### src/rtl/prot_scrambler_pkg.sv
package prot_scrambler_pkg;
    localparam int BYTE_W = 8;

    typedef enum logic [BYTE_W-1:0] {
        OP_NONE  = 8'h00,
        OP_SHIFT = 8'h01,
        OP_SWAP  = 8'h02,
        OP_REV   = 8'h03
    } op_e;

    typedef struct packed {
        logic [BYTE_W-1:0] op;
        logic [BYTE_W-1:0] operand;
        logic [BYTE_W-1:0] page;
    } scr_state_t;
endpackage

### src/rtl/prot_decode.sv
module prot_decode #(
    parameter int                ADDR_W     = 24,
    parameter logic [ADDR_W-1:0] DEV_BASE   = 24'h600000,
    parameter int                HALF_LOG2  = 20,
    parameter int                PAGE_SHIFT = 15
) (
    input  logic [ADDR_W-1:0] addr,
    output logic              in_dev,
    output logic              in_ctl,
    output logic              in_page,
    output logic              in_low
);
    localparam int TAG_LO = HALF_LOG2 + 1;

    always_comb begin
        in_dev  = (addr[ADDR_W-1:TAG_LO] == DEV_BASE[ADDR_W-1:TAG_LO]);
        in_ctl  = in_dev && !addr[HALF_LOG2];
        in_page = in_dev &&  addr[HALF_LOG2];
        in_low  = (addr[ADDR_W-1:PAGE_SHIFT] == '0);
    end
endmodule

### src/rtl/prot_xform.sv
module prot_xform
    import prot_scrambler_pkg::*;
#(
    parameter int W = BYTE_W
) (
    input  logic [W-1:0] op,
    input  logic [W-1:0] operand,
    output logic [W-1:0] result
);
    localparam int HALF = W / 2;

    logic [W-1:0] rev;

    for (genvar i = 0; i < W; i++) begin : g_rev
        assign rev[i] = operand[W-1-i];
    end

    always_comb begin
        unique case (op)
            OP_SHIFT: result = operand >> 1;
            OP_SWAP:  result = {operand[HALF-1:0], operand[W-1:HALF]};
            OP_REV:   result = rev;
            default:  result = '0;
        endcase
    end
endmodule

### src/rtl/prot_remap.sv
module prot_remap #(
    parameter int ADDR_W     = 24,
    parameter int PAGE_W     = 8,
    parameter int PAGE_SHIFT = 15
) (
    input  logic [ADDR_W-1:0] addr,
    input  logic              in_low,
    input  logic [PAGE_W-1:0] page,
    output logic [ADDR_W-1:0] rom_addr
);
    logic [ADDR_W-1:0] page_base;

    always_comb begin
        page_base = ADDR_W'(page) << PAGE_SHIFT;
        rom_addr  = in_low ? (page_base | ADDR_W'(addr[PAGE_SHIFT-1:0])) : addr;
    end
endmodule

### src/rtl/prot_scrambler.sv
module prot_scrambler
    import prot_scrambler_pkg::*;
#(
    parameter int                ADDR_W     = 24,
    parameter logic [ADDR_W-1:0] DEV_BASE   = 24'h600000,
    parameter int                HALF_LOG2  = 20,
    parameter int                PAGE_SHIFT = 15,
    parameter int unsigned       ROM_BYTES  = 32'h0020_0000
) (
    input  logic              clk,
    input  logic              rst_n,
    input  logic [ADDR_W-1:0] cpu_addr,
    input  logic [BYTE_W-1:0] cpu_wdata,
    input  logic              cpu_wr,
    input  logic              cpu_rd,
    output logic              rd_hit,
    output logic [BYTE_W-1:0] rd_data,
    output logic [ADDR_W-1:0] rom_addr
);
    localparam int              END_W     = ADDR_W + 1;
    localparam logic [END_W-1:0] ROM_LIMIT = END_W'(ROM_BYTES);

    scr_state_t state_d, state_q;

    logic              in_dev, in_ctl, in_page, in_low;
    logic [BYTE_W-1:0] xf_result;
    logic [END_W-1:0]  page_end;
    logic              page_fits;

    prot_decode #(
        .ADDR_W    (ADDR_W),
        .DEV_BASE  (DEV_BASE),
        .HALF_LOG2 (HALF_LOG2),
        .PAGE_SHIFT(PAGE_SHIFT)
    ) u_decode (
        .addr   (cpu_addr),
        .in_dev (in_dev),
        .in_ctl (in_ctl),
        .in_page(in_page),
        .in_low (in_low)
    );

    prot_xform #(.W(BYTE_W)) u_xform (
        .op     (state_q.op),
        .operand(state_q.operand),
        .result (xf_result)
    );

    prot_remap #(
        .ADDR_W    (ADDR_W),
        .PAGE_W    (BYTE_W),
        .PAGE_SHIFT(PAGE_SHIFT)
    ) u_remap (
        .addr    (cpu_addr),
        .in_low  (in_low),
        .page    (state_q.page),
        .rom_addr(rom_addr)
    );

    always_comb begin
        page_end  = (END_W'(cpu_wdata) + END_W'(1)) << PAGE_SHIFT;
        page_fits = (page_end <= ROM_LIMIT);

        state_d = state_q;
        if (cpu_wr) begin
            if (in_ctl) begin
                if (cpu_addr[1]) state_d.op      = cpu_wdata;
                else             state_d.operand = cpu_wdata;
            end
            if (in_page && page_fits) begin
                state_d.page = cpu_wdata;
            end
        end

        rd_hit  = cpu_rd && in_dev;
        rd_data = rd_hit ? xf_result : '0;
    end

    always_ff @(posedge clk) begin
        if (!rst_n) state_q <= '0;
        else        state_q <= state_d;
    end
endmodule

### config.mk
export PLATFORM = sky130hd
export DESIGN_NAME = prot_scrambler
export DESIGN_NICKNAME = d
export VERILOG_FILES = /design/src/rtl/prot_scrambler_pkg.sv /design/src/rtl/prot_decode.sv /design/src/rtl/prot_xform.sv /design/src/rtl/prot_remap.sv /design/src/rtl/prot_scrambler.sv
export SDC_FILE = /design/constraint.sdc
export NUM_CORES = 1
export LEC_CHECK = 0
export BUFFER_PORTS_ARGS = -buffer_cell sky130_fd_sc_hd__buf_2
export CAP_MARGIN = 20
export CORE_MARGIN = 5
export CORE_UTILIZATION = 50
export DETAILED_ROUTE_END_ITERATION = 16
export MAX_ROUTING_LAYER = met4
export PLACE_DENSITY_LB_ADDON = 0.3
export REMOVE_ABC_BUFFERS = 1
export SLEW_MARGIN = 20
export SYNTH_ARGS = -nofsm -noshare
export SYNTH_HDL_FRONTEND = slang
export SYNTH_HIERARCHICAL = 1
export SYNTH_SLANG_ARGS = --single-unit
### constraint.sdc
create_clock -name clk -period 4.2 [get_ports clk]
set_clock_uncertainty 0.05 [all_clocks]
set_input_delay 0.42 -clock clk [delete_from_list [all_inputs] [get_ports clk]]
set_output_delay 0.42 -clock clk [all_outputs]
set_load 0.01 [all_outputs]
==> results.md <==
- Outcome: completed
- TNS Setup: 0 ps
- Final min period: 2550 ps
- Grt ovf: 0
- Hold Crit Class: input port to flip-flop
- Top-level I/O count: 69
- CP Launch Type: input port
- Gr busiest metal: met2
- Slew Limit Fails: 0
- Mapped Cells: between 150 and 200
- Initial antenna violation count: 0
- Diode count: 0
- Crit path max fanout: 8
- Iteration-0 DRC Markers: 49
- Chip height: 64.8 µm
- Post-CTS sizing: 0
- Crit path kind: input port to primary output
- Synth warn: 6
- Clock latency on the worst-skew pair: 300 ps
- Max_cap viols: 0
- RePlAce Congestion: 0.831
- Largest Register: state_q
- TritonCTS buffer count: 3
- Seq/Total Area, Yosys: 0.320
- Synth Cell Area: 0.00150 mm²
- Setup violators final: 0
- R2r worst-path depth: 2
- 1st-pass router iterations: 4
- Proportion of layout cells with a drive suffix above 1: 0.324
- Int Power: roughly 0.28 mW
- Total clock sinks: 24
- Clock Power Share: 0.257
- Switching part of the total: 0.236
- Unique cell type count in the Yosys netlist: 27
- Site Rows: 19
- DRC: 0
- Area grow syn2layout: 5.33%
- Net load switching power: between 0.08 and 0.09 mW
- Worst-Margin Slew: 605 ps
- # fillers: around 270
- Leakage: 0.783 nW
- DP Wirelength: roughly 2600 µm
- Share of power burned in registers: 0.621
- Antenna-violating nets left: 0
- Vias per cell: 5.55
- Syn_area_per_cell: roughly 9.4 µm²
- Htree depth: 1
- First-pass GRT wire length: 5290 µm
- Worst VDD drop: 0.150 mV
- I/O Buffers: 40
- Cts-stage hold buffer count: 0
- Final Cycle Share: 0.607
- Die area: 0.00420 mm²
- Die width: 64.8 µm
- Post-CTS Setup Inserts: 0
- Number of flip-flops in the largest register: 24
- Final wirelength: around 3300 µm
- Met2 Use GR: 0.259
- Gate power share: 0.122
- Vias in the first global route: roughly 1.1k
- Clk root buf: clkbuf_4
- Initial Utilization: 0.531
- Met3 usage: 0.0760
- Worst hold stages: 3
- GRT Total Usage: 0.164
- Grt met1 use: 0.191
- Layout Utilization: 0.559
- Peak Freq: 392 MHz
- Unrepaired setup endpoints after global routing: no
- Biggest regs: state_q: 24 flops
- Reg clk slew, reported paths: 130 ps
- Arr. time, crit path: around 2100 ps
- Final hold vios: 0
- Routed len/inst: 15.6 µm
- Critical Path RT: 3730 ps
- Core Footprint: about 0.0028 mm²
- CTS tree: yes
- Slew HR: 0.596
- Layout net count: about 220
- Crit end category: primary output
- Largest net degree at the start of global routing: 33
- Flops & latches, synth: 24
- Clock buffer depth: 2
- Pwr Density: between 200 and 250 mW/mm²
- Vias: ~1.2k
worst max-delay path, stage by stage:
cell and delay, ps:
buf_2 100, or4_1 530, nor4_2 320, buf_4 260, mux2_4 310, buf_2 140
per-layer routing:
layer / up-vias / share of wire
met5: - / 0
met4: 0 / 0.0058
met3: 2 / 0.095
met2: 45 / 0.48
met1: 537 / 0.42
li1: 581 / -
cells in the mapped netlist, drive strengths merged:
cell type | instances | share of area
a211oi | 3 | 0.015
a21oi | 7 | 0.023
and2 | 1 | 0.0042
and2b | 1 | 0.0058
and3 | 8 | 0.033
and3b | 2 | 0.012
and4bb | 1 | 0.0083
buf | 24 | 0.13
dfxtp | 24 | 0.32
mux2 | 11 | 0.10
mux2i | 26 | 0.17
nand2 | 36 | 0.092
nand3 | 1 | 0.0067
nand3b | 5 | 0.025
nor2 | 2 | 0.0050
nor3 | 1 | 0.0033
nor3b | 2 | 0.013
nor4 | 2 | 0.022
or3 | 1 | 0.0042
or4 | 1 | 0.0050
layout make-up:
class | instances | area [µm²] | share of cell area
flip-flops and latches | 24 | 480 | 0.304
well taps | 31 | 38.8 | 0.0245
clock buffers | 3 | 22.5 | 0.0142
repair buffers | 41 | 208 | 0.131
multi-input cells | 111 | 832 | 0.526
power by group through the flow:
stage	sequential (mW)	combinational (mW)	clock [mW]
after CTS	0.231	0.0455	0.0988
after global routing	0.231	0.0493	0.109
after detailed placement	0.236	0.0454	0
final	0.231	0.0451	0.0955
after floorplan	0.235	0.0198	0
after global placement	0.236	0.0440	0
stage by stage:
step	instance area, µm²	std cells	power (mW)	hold slack [ps]	worst slack (ps)
6_report	1580	210	0.371	350	1650
2_1_floorplan	1310	135	0.255	384	1550
5_1_grt	1580	210	0.389	357	1560
4_1_cts	1580	210	0.375	347	1650
3_3_place_gp	1560	207	0.280	397	1690
3_5_place_dp	1560	207	0.281	408	1650
path summary, 6_finish.rpt:
check	start	endpoint	slack (ps)
setup / recovery	cpu_addr[15]	rom_addr[22]	1650
hold / removal	cpu_wdata[0]	state_q[16]$_SDFFE_PN0P_	350
setup reg to reg	state_q[16]$_SDFFE_PN0P_	state_q[16]$_SDFFE_PN0P_	3120
hold reg to reg	state_q[5]$_SDFFE_PN0P_	state_q[5]$_SDFFE_PN0P_	420
placed cells by master (no fill, tap or decap), drive strengths merged, types with 2 or more instances in the layout:
master	count
mux2	11
mux2i	26
and3	8
a211oi	3
a21oi	7
nand3b	5
and3b	2
nor4	2
nor2	2
nor3b	2
dfxtp	24
clkbuf	3
nand2	36
buf	41
kinds of logic (layout without fill, tap and decap cells):
kind of cell,count (synthesis),in the layout,synth area share
flops,24,24,0.320
compound gates,10,10,0.0383
mux,37,37,0.276
simple gates,64,64,0.240
buf+inv,24,44,0.126
Power figures use the tool's default switching activity.
